$ cat src/rtl/lfs_pkg.sv
package lfs_pkg;
    typedef enum logic [1:0] {
        ST_RUN      = 2'd0,
        ST_AVS      = 2'd1,
        ST_OFF_WAIT = 2'd2,
        ST_RESTART  = 2'd3
    } lfs_state_e;

    localparam int unsigned NOMOTOR_BIT = 5;
endpackage

$ cat src/rtl/lfs_status_reg.sv
module lfs_status_reg #(
    parameter int unsigned SRC_N = 6
) (
    input  logic             clk,
    input  logic             rst,
    input  logic [SRC_N-1:0] set_i,
    input  logic             clr_i,
    input  logic             rd_en_i,
    output logic [SRC_N-1:0] status_o,
    output logic [SRC_N-1:0] rd_data_o
);
    typedef struct packed {
        logic [SRC_N-1:0] status;
        logic [SRC_N-1:0] rd_data;
    } st_t;

    st_t st_d, st_q;

    always_comb begin
        st_d = st_q;
        // set has priority over the restart clear
        st_d.status = (clr_i ? '0 : st_q.status) | set_i;
        if (rd_en_i) begin
            st_d.rd_data = st_q.status;
        end
    end

    always_ff @(posedge clk) begin
        if (rst) begin
            st_q <= '0;
        end else begin
            st_q <= st_d;
        end
    end

    assign status_o  = st_q.status;
    assign rd_data_o = st_q.rd_data;
endmodule

$ cat src/rtl/lfs_off_timer.sv
module lfs_off_timer #(
    parameter int unsigned OFF_W = 16
) (
    input  logic             clk,
    input  logic             rst,
    input  logic             load_i,
    input  logic [OFF_W-1:0] load_val_i,
    input  logic             dec_i,
    output logic             zero_o
);
    typedef struct packed {
        logic [OFF_W-1:0] cnt;
    } tm_t;

    tm_t tm_d, tm_q;

    always_comb begin
        tm_d = tm_q;
        if (load_i) begin
            tm_d.cnt = load_val_i;
        end else if (dec_i && (tm_q.cnt != '0)) begin
            tm_d.cnt = tm_q.cnt - 1'b1;
        end
    end

    always_ff @(posedge clk) begin
        if (rst) begin
            tm_q <= '0;
        end else begin
            tm_q <= tm_d;
        end
    end

    assign zero_o = (tm_q.cnt == '0);
endmodule

$ cat src/rtl/lock_fault_supervisor.sv
module lock_fault_supervisor
    import lfs_pkg::*;
#(
    parameter int unsigned SRC_N = 6,
    parameter int unsigned OFF_W = 16
) (
    input  logic             clk,
    input  logic             rst,
    input  logic [SRC_N-1:0] detect_i,
    input  logic [SRC_N-1:0] enable_i,
    input  logic [OFF_W-1:0] off_cycles_i,
    input  logic             avs_done_i,
    input  logic             rd_en_i,
    output logic [SRC_N-1:0] rd_data_o,
    output logic             hiz_o,
    output logic             avs_req_o,
    output logic             restart_req_o
);
    typedef struct packed {
        lfs_state_e state;
    } fsm_t;

    fsm_t fsm_d, fsm_q;

    logic [SRC_N-1:0] status_w;
    logic             trip_w;
    logic             tmr_load_w;
    logic             tmr_dec_w;
    logic             tmr_zero_w;
    logic             clr_w;

    assign trip_w = |(detect_i & enable_i);

    always_comb begin
        fsm_d      = fsm_q;
        tmr_load_w = 1'b0;
        tmr_dec_w  = 1'b0;
        unique case (fsm_q.state)
            ST_RUN, ST_RESTART: begin
                fsm_d.state = trip_w ? ST_AVS : ST_RUN;
            end
            ST_AVS: begin
                if (avs_done_i) begin
                    tmr_load_w  = 1'b1;
                    fsm_d.state = ST_OFF_WAIT;
                end
            end
            ST_OFF_WAIT: begin
                if (tmr_zero_w) begin
                    fsm_d.state = ST_RESTART;
                end else begin
                    tmr_dec_w = 1'b1;
                end
            end
            default: fsm_d.state = ST_RUN;
        endcase
    end

    always_ff @(posedge clk) begin
        if (rst) begin
            fsm_q.state <= ST_RUN;
        end else begin
            fsm_q <= fsm_d;
        end
    end

    assign clr_w         = (fsm_q.state == ST_RESTART);
    assign hiz_o         = (fsm_q.state == ST_AVS) || (fsm_q.state == ST_OFF_WAIT);
    assign avs_req_o     = (fsm_q.state == ST_AVS);
    assign restart_req_o = clr_w;

    lfs_status_reg #(.SRC_N(SRC_N)) u_status (
        .clk       (clk),
        .rst       (rst),
        .set_i     (detect_i),
        .clr_i     (clr_w),
        .rd_en_i   (rd_en_i),
        .status_o  (status_w),
        .rd_data_o (rd_data_o)
    );

    lfs_off_timer #(.OFF_W(OFF_W)) u_timer (
        .clk        (clk),
        .rst        (rst),
        .load_i     (tmr_load_w),
        .load_val_i (off_cycles_i),
        .dec_i      (tmr_dec_w),
        .zero_o     (tmr_zero_w)
    );
endmodule

$ cat config.mk
export PLATFORM = sky130hd
export DESIGN_NAME = lock_fault_supervisor
export DESIGN_NICKNAME = d
export VERILOG_FILES = /design/src/rtl/lfs_pkg.sv /design/src/rtl/lfs_status_reg.sv /design/src/rtl/lfs_off_timer.sv /design/src/rtl/lock_fault_supervisor.sv
export SDC_FILE = /design/constraint.sdc
export NUM_CORES = 1
export LEC_CHECK = 0
export BUFFER_PORTS_ARGS = -buffer_cell sky130_fd_sc_hd__buf_2
export CAP_MARGIN = 20
export CORE_ASPECT_RATIO = 1.1
export CORE_MARGIN = 1.5
export CORE_UTILIZATION = 51
export CTS_BUF_LIST = sky130_fd_sc_hd__clkbuf_16
export DETAILED_ROUTE_END_ITERATION = 12
export GPL_TIMING_DRIVEN = 0
export PLACE_DENSITY = 0.89
export RECOVER_POWER = 25
export SLEW_MARGIN = 20
export SYNTH_ARGS = -nofsm -noshare
export SYNTH_HDL_FRONTEND = slang
export SYNTH_SLANG_ARGS = --single-unit
$ cat constraint.sdc
create_clock -name clk -period 2.5 [get_ports clk]
set_input_delay 0.125 -clock clk [delete_from_list [all_inputs] [get_ports clk]]
set_output_delay 0.125 -clock clk [all_outputs]
set_load 0.02 [all_outputs]
[Word level (Yosys, flattened, before mapping)]
Cells that the tools add are included.
Cells by class
  muxes and demuxes: 11
  bitwise operators: 2
  reductions and logical operators: 9
  add/sub/neg operators: 1
  equality and inequality tests: 5
Operator list (count)
  $mux W16: 2
  $logic_not A16 Y1: 1
  $reduce_bool A16 Y1: 1
  $sub A16 B1 Y16 const B: 1
  $and A6 B6 Y6: 1
  $mux W6: 1
  $or A6 B6 Y6: 1
  $pmux W2 S3: 1
  $reduce_or A6 Y1: 1
  $mux W1: 5
  $eq A2 B2 Y1 const B: 2
  $mux W2: 2
  $ne A2 B2 Y1 const B: 2
  $eq A2 B1 Y1 const B: 1
  $logic_not A2 Y1: 1
  $reduce_and A2 Y1: 1
  $reduce_bool A2 Y1: 1
  $reduce_or A2 Y1: 1
  $logic_and A1 B1 Y1: 1
  $logic_or A1 B1 Y1: 1
Word-level totals
  logic and storage cells: 32
  input port bits: 32
  register bits after elaboration: 30
  output and inout bits: 9

[Depth between registers and ports, before layout]
Gate-level depths: netlist of run 1.
  word-level depth: 6
  gate-level depth with buffers: 8
  mapped depth without buffers: 7

[Cells and area by module]
Synthesis of run 1 repeated with hierarchy kept, for this count alone.
Second synthesis, totals
  cell total of the unflattened synthesis: 181
  area, all modules: 1556.5 µm²
Modules (own cells, without submodules)
  lfs_off_timer: area an instance 944.7 µm², sequential area each 320.3 µm², instances 1, cells each 114
  lfs_status_reg: area an instance 429.2 µm², sequential area each 240.2 µm², instances 1, cells each 44
  lock_fault_supervisor: area an instance 182.7 µm², sequential area each 40.0 µm², instances 1, cells each 23

[Worst setup path before layout of run 1]
Ideal clock, no wire load.
  path kind: reg2reg
  start point: register u_timer.tm_q[0] (netlist bit)
  end point: register u_timer.tm_q[1] (netlist bit)
  stages on the path, launching flop included: 9
  required time: 2430 ps
  library setup time: 70 ps
  slack: 630 ps
  clock period less this slack: 1870 ps
  path buffers: 1
  arrival time: 1800 ps
  cell sequence: dfxtp_1 > inv_1 > ha_1 > nor3b_2 > and4_1 > buf_6 > a21oi_2 > mux2_1 > a21oi_1
Between the ends
  cells in the longest elaborated chain, start to end: 5
  elaborated cells between the ends (all ways): 9
  classes of those cells: 1 x add/sub; 4 x mux; 4 x reduce/logical
Ends and longest elaborated chain
  from (decl): RTL line lfs_off_timer.sv:15  | tm_t tm_d, tm_q;
  from (signal assigned): RTL line lfs_off_timer.sv:30  | tm_q <= tm_d;
  parallel branches: the longest is 5 deep, another holds $sub A16 B1 Y16
Parallel ways; which one is timed is not known. The select of a mux whose other input is x is not followed.
A chain may end at the register's enable or synchronous reset.

[Worst setup path in the final report of run 1]
Ends and elaborated chain as after synthesis.

==> results of run 1 <==
per-stage QoR:
stage | total power [W] | cell area (um2) | hold WS [ns] | worst slack (ns)
final | 0.00257 | 1890 | 0.0801 | 0.402
after global placement | 0.00196 | 1760 | 0.347 | 0.467
after CTS | 0.00258 | 1900 | 0.0770 | 0.390
after global routing | 0.00275 | 1890 | 0.0887 | 0.228
after floorplan | 0.00173 | 1530 | 0.242 | 0.630
after detailed placement | 0.00200 | 1760 | 0.360 | 0.409
placed cells by master (no fill, tap or decap), types with 3 or more instances in the layout:
cell type  synthesis  routed
a31oi_1            4       4
xnor2_1           10      10
nand2_1            3       3
mux2i_1            6       6
clkbuf_1           7      11
inv_1              8       9
or3_1              4       4
clkbuf_16          0       5
ha_1               4       4
a21oi_1           20      20
a22oi_1            3       3
nand4_1            3       3
o21ai_0           16      16
o211ai_1           3       3
nor3_1             4       4
nor2_1            19      19
dfxtp_1           30      30
buf_2              0      35
synth_stat cells, types with 4 or more instances:
library cell and n:
dfxtp_1 30, a21oi_1 20, nor2_1 19, o21ai_0 16
xnor2_1 10, inv_1 8, clkbuf_1 7, mux2i_1 6
a31oi_1 4, ha_1 4, nor3_1 4, or3_1 4
logic make-up (layout without fill, tap and decap cells):
kind of cell / after synthesis / after routing / share of synthesized area [%]
xor gates and xnor gates: 12 / 12 / 6.89
buffers and inverters: 17 / 63 / 4.67
DFF: 30 / 30 / 39.3
and+or+nand+nor: 50 / 50 / 20.1
muxes: 7 / 7 / 4.67
AOI/OAI and AO/OA: 53 / 53 / 21.1
adders and majority gates: 4 / 4 / 3.28
metal layers:
metal,part of all wire (%),up-vias
li1,-,717
met1,41,671
met2,50,58
met3,6.2,8
met4,2.2,0
met5,0,-
layout make-up:
class                   count  area share [%]
inverters                   8            1.59
plain buffers               9            2.18
clock buffers               5            6.61
repair buffers             38            9.85
flip-flops and latches     30            31.7
well taps                  33            2.18
clock inverters             3           0.661
multi-input cells         126            45.2
worst reg2reg max path: stages, from the launching register on:
cell     delay [ns]
dfxtp_1        0.40
inv_1          0.06
ha_1           0.21
nor3b_2        0.19
and4_1         0.22
buf_6          0.14
a21oi_2        0.30
mux2_1         0.36
a21oi_1        0.15
power by group through the flow:
stage	registers, W	logic, W	clock network, W
floorplan	0.000763	0.000963	0
global placement	0.000784	0.00117	0
detailed placement	0.000794	0.00120	0
CTS	0.000785	0.00121	0.000579
global route	0.000803	0.00136	0.000592
finish	0.000785	0.00122	0.000570
final timing paths:
| check | end | cells after the start |
|---|---|---|
| setup / recovery | u_timer.tm_q[1] | 8 |
| hold / removal | u_status.status_o[3] | 3 |
| setup reg to reg | u_timer.tm_q[1] | 8 |
| hold reg to reg | u_status.rd_data_o[2] | 2 |
sequential cells by signal (all words and copies together), names as in the netlist:
register,flops
u_timer.tm_q,16
u_status.rd_data_o,6
u_status.status_o,6
fsm_q,2
==> results.yml, run 1 <==
detailed_routing:
  drtIter0Drc: 30
  avgViaCountPerCell: 5.77
  via_count: 1454
  routed_wl_mm: 3.58
  wire_per_inst_um: 14.2
  detail-route-antenna-nets: 0
  firstDrtPassIters: 4
  drc: 0
sta:
  fin_crit_sh_pct: 83.9
  clock.fmax_mhz: 477
  slew_headroom_pct: 66.0
  final_max_slew_viol_count: 0
  skew_ns: 0.00624
  rsz0062_at_grt: "false"
  max_slew.worst_pin.slew_ns: 0.511
  fin_setup_tns_ns: 0
  hold_violations: 0
  period_minus_slack_ns: 2.10
  setup_viol: 0
synthesis:
  synthTopCellsByArea: "dfxtp_1 (39%), a21oi_1 (6.6%), xnor2_1 (5.7%), o21ai_0 (5.2%), nor2_1 (4.7%)"
  synth_cells: 173
  synth-edff-count: 0
  synth_flop_cell: "dfxtp_1"
  syn_area_um2: 1530
  syn_avg_cell_area_um2: 8.82
  ys_async_sr_fraction_pct: 0
  synth_top_area_share_pct: 39.3
  syn_nets: 209
  ys_ff_latch: 30
  yosysTopAreaCell: "dfxtp_1"
  yosys_warnings: 0
  synth.distinct_cells: 40
  synth_sequential_area_ratio_pct: 39.3
pwr:
  combinationalPowerShare_pct: 47.3
  internal_power_w: 0.00148
  ir_drop_v: 0.000886
  pwr_density_cell_nw_per_um2: 1360
  clkPwrFrac_pct: 22.1
  p_sw_share_pct: 42.5
  switching_power_w: 0.00109
  p_leak_nw: 0.769
  pwr-share-seq_pct: 30.5
finish:
  multi_input_area_um2: 855
  fin_util_pct: 67.5
  seq_area_um2: 601
  drive_gt1_share_pct: 24.2
  nNetsFinal: 254
  fillCellCount: 249
  n_antenna_cell: 0
  syn_to_final_growth_pct: 23.9
  fin_cells: 252
floorplanning:
  fp.dieW_um: 55.2
  core_area_um2: 2800
  start_util_pct: 54.5
  rows: 20
  dieArea_um2: 3330
  num_io_pins: 41
  die_y_um: 60.4
clock_network:
  path_clk_slew_ns: 0.05
  clockBufferDepth: 2
  cts-root-buf: "clkbuf_16"
  postCtsSetupBuffers: 0
  clk_latency_ns: 0.28
  ctsHoldBuffers: 0
  ctsResizeCount: 0
  numClockSinks: 30
  cts_made_buffers: 5
  cts_max_level: 2
  tritoncts: "built"
worst_setup_path:
  slowest_stage: "dfxtp_1"
  worst_setup_path_start_kind: "flip-flop"
  path_class: "flip-flop to flip-flop"
  crit_start: "u_timer.tm_q[0]"
  worstPathRequired_ns: 2.71
  r2r_start: "u_timer.tm_q[0]"
  crit_chain: "inv_1, ha_1, nor3b_2, and4_1, buf_6, a21oi_2, mux2_1, a21oi_1"
  worstPathMaxFanout: 7
  path_buf_inv: 2
  path_delay_family: "compound AO/OA/AOI/OAI gates"
  cpPeakStageDelay_ns: 0.40
  r2r_setup_slack_ns: 0.40
  endpoint_kind: "flip-flop"
  cp_data_arrival_time_ns: 2.31
grt:
  grt_pass1_wl_mm: 5.71
  gr-usage-all-layers_pct: 24.7
  grt.busiest_layer: "met2"
  grt_max_degree: 11
  antenna_found_initial: 0
  met3_usage_pct: 7.14
  met2_usage_pct: 43.0
  grt.met1_usage_pct: 26.9
  gr-total-overflow: 0
  grt_pass1_vias: 1350
place:
  portBuffers: 38
  dp_cells: 244
  hpwl_mm: 2.62
  gp_congestion: 0.899
min_path:
  hold_class: "input port to flip-flop"
  min-delay-start: "detect_i[3]"
outcome:
  outcome: "completed"
flow_run:
  maxCapViolCount: 0
(Power assumes the default switching activity.)
==> run 2: changes to the inputs <==
- clock period: 2.5 -> 1.95 ns (I/O delays scaled with it)
==> run 2 against run 1 <==
Global-route usage up 0.15 points; largest power group unchanged; critical path depth unchanged; routed wire length up 2.4%; die area unchanged; register-to-register slack worse by 0.40 ns; count of clock-buffer cells in the layout unchanged; fmax up 7.8%; via count up 0.89%; first-iteration DRC count up 53%; combinational power up 46%; final cell count up 1.2%.
==> results.yml, run 2 (synthesis gave the netlist of run 1 again) <==
outcome:
  outcome: "completed"
clock_network:
  clk_latency_ns: 0.28
  numClockSinks: 30
  cts-root-buf: "clkbuf_16"
  cts_made_buffers: 5
  clockBufferDepth: 2
  cts_max_level: 2
  path_clk_slew_ns: 0.05
  ctsHoldBuffers: 0
  tritoncts: "built"
finish:
  largest_reg_flops: 16
  n_antenna_cell: 0
  syn_to_final_growth_pct: 26.9
  drive_gt1_share_pct: 26.6
  top_register: "u_timer.tm_q"
  nNetsFinal: 257
  fin_area_um2: 1940
  fin_cells: 255
  final_common_cell: "buf_2"
  layout_common_cells: "buf_2 (35), dfxtp_1 (29), nor2_1 (19), a21oi_1 (19), o21ai_0 (16)"
detailed_routing:
  firstDrtPassIters: 4
  avgViaCountPerCell: 5.75
  wire_per_inst_um: 14.4
  via_count: 1467
  drc: 0
  drtIter0Drc: 46
  routed_wl_mm: 3.67
  detail-route-antenna-nets: 0
grt:
  grt_pass1_wl_mm: 5.75
  gr-total-overflow: 0
  grt_max_degree: 11
  grt_pass1_vias: 1360
  gr-usage-all-layers_pct: 24.8
  antenna_found_initial: 0
worst_setup_path:
  worst_setup_path_start_kind: "flip-flop"
  slowest_stage: "a2111oi_2"
  endpoint_kind: "flip-flop"
  worstPathMaxFanout: 7
  path_buf_inv: 2
  cpPeakStageDelay_ns: 0.40
  r2r_setup_slack_ns: 0.005
  cp_data_arrival_time_ns: 2.08
  path_delay_family: "compound AO/OA/AOI/OAI gates"
  worstPathRequired_ns: 2.09
  crit_chain: "inv_1, ha_1, nor3b_4, and4_1, buf_6, a2111oi_2, xnor2_1, a21oi_1"
  path_class: "flip-flop to flip-flop"
sta:
  max_slew.worst_pin.slew_ns: 0.507
  rsz0062_at_grt: "true"
  clock.fmax_mhz: 514
  slew_headroom_pct: 66.2
  final_max_slew_viol_count: 0
  period_minus_slack_ns: 1.95
  setup_viol: 0
  skew_ns: 0.00698
  hold_violations: 0
  fin_crit_sh_pct: 99.8
pwr:
  pwr_density_cell_nw_per_um2: 1820
  p_leak_nw: 0.791
  ir_drop_v: 0.00166
floorplanning:
  dieArea_um2: 3330
  rows: 20
  die_y_um: 60.4
  num_io_pins: 41
  core_area_um2: 2800
  fp.dieW_um: 55.2
  start_util_pct: 54.5
min_path:
  hold_class: "input port to flip-flop"
place:
  portBuffers: 38
  hpwl_mm: 2.62
  gp_congestion: 0.899
  dpl-instance-area_um2: 1760
  dp_cells: 244
flow_run:
  maxCapViolCount: 0
run 2: cell types whose count changed in the layout (fill, tap and decap cells not counted), sizes merged:
cell and delta:
buf +4, clkbuf -1
run 2: per-stage QoR:
| stage | setup TNS (ns) | utilization (%) | total power, W | worst slack (ns) | hold WS, ns |
|---|---|---|---|---|---|
| floorplan | 0 | - | 0.00221 | 0.0799 | 0.215 |
| global placement | -0.106 | 62.7 | 0.00251 | -0.0834 | 0.319 |
| detailed placement | -0.231 | 62.7 | 0.00256 | -0.141 | 0.333 |
| CTS | 0 | 68.2 | 0.00337 | 0.00324 | 0.0495 |
| global route | -0.216 | 69.1 | 0.00375 | -0.0879 | 0.0612 |
| finish | 0 | 69.1 | 0.00353 | 0.00477 | 0.0535 |
run 2: worst min-delay path: cells and delay by family:
| family | cells | cell delay, ns |
|---|---|---|
| AOI/OAI and AO/OA | 1 | 0.04 |
| buffers and inverters | 1 | 0.09 |
| and+or+nand+nor | 1 | 0.07 |
run 2: metal layers:
layer  part of all wire (%)  vias up  global-route usage [%]  routed length [um]
met5                      0        -                       0                   0
met4                    2.3        0                    11.8                  83
met3                    6.1        8                    7.14                 224
met2                     50       58                    43.4                1830
met1                     42      676                    27.1                1530
li1                       -      725                       -                   -
run 2: worst paths after layout:
kind,start,end,cells after the start
worst max-delay path,u_timer.tm_q[0],u_timer.tm_q[7],8
worst min register to register,u_status.status_o[3],u_status.status_o[3],2
worst max register to register,u_timer.tm_q[0],u_timer.tm_q[7],8
worst min-delay path,detect_i[3],u_status.status_o[3],3
run 2: repair_timing:
item / CTS / global route
gates resized for setup: 3 / 1
pin swaps: 1 / 0
setup buffers: 0 / 4
setup endpoints to repair: 3 / 9
run 2: final cells by class:
type | instances | area [um2]
inverter | 8 | 30.0
buffer | 8 | 37.5
multi-input combinational | 126 | 872
clock inverter | 3 | 12.5
timing repair buffer | 42 | 216
tap | 33 | 41.3
clock buffer | 5 | 125
sequential | 30 | 602
fill | 247 | 866
run 2: where the power goes:
part	leakage, nW	internal, W	switching, W
clock	0.0724	0.000460	0.000267
sequential	0.248	0.000797	0.000222
combinational	0.471	0.000789	0.000991
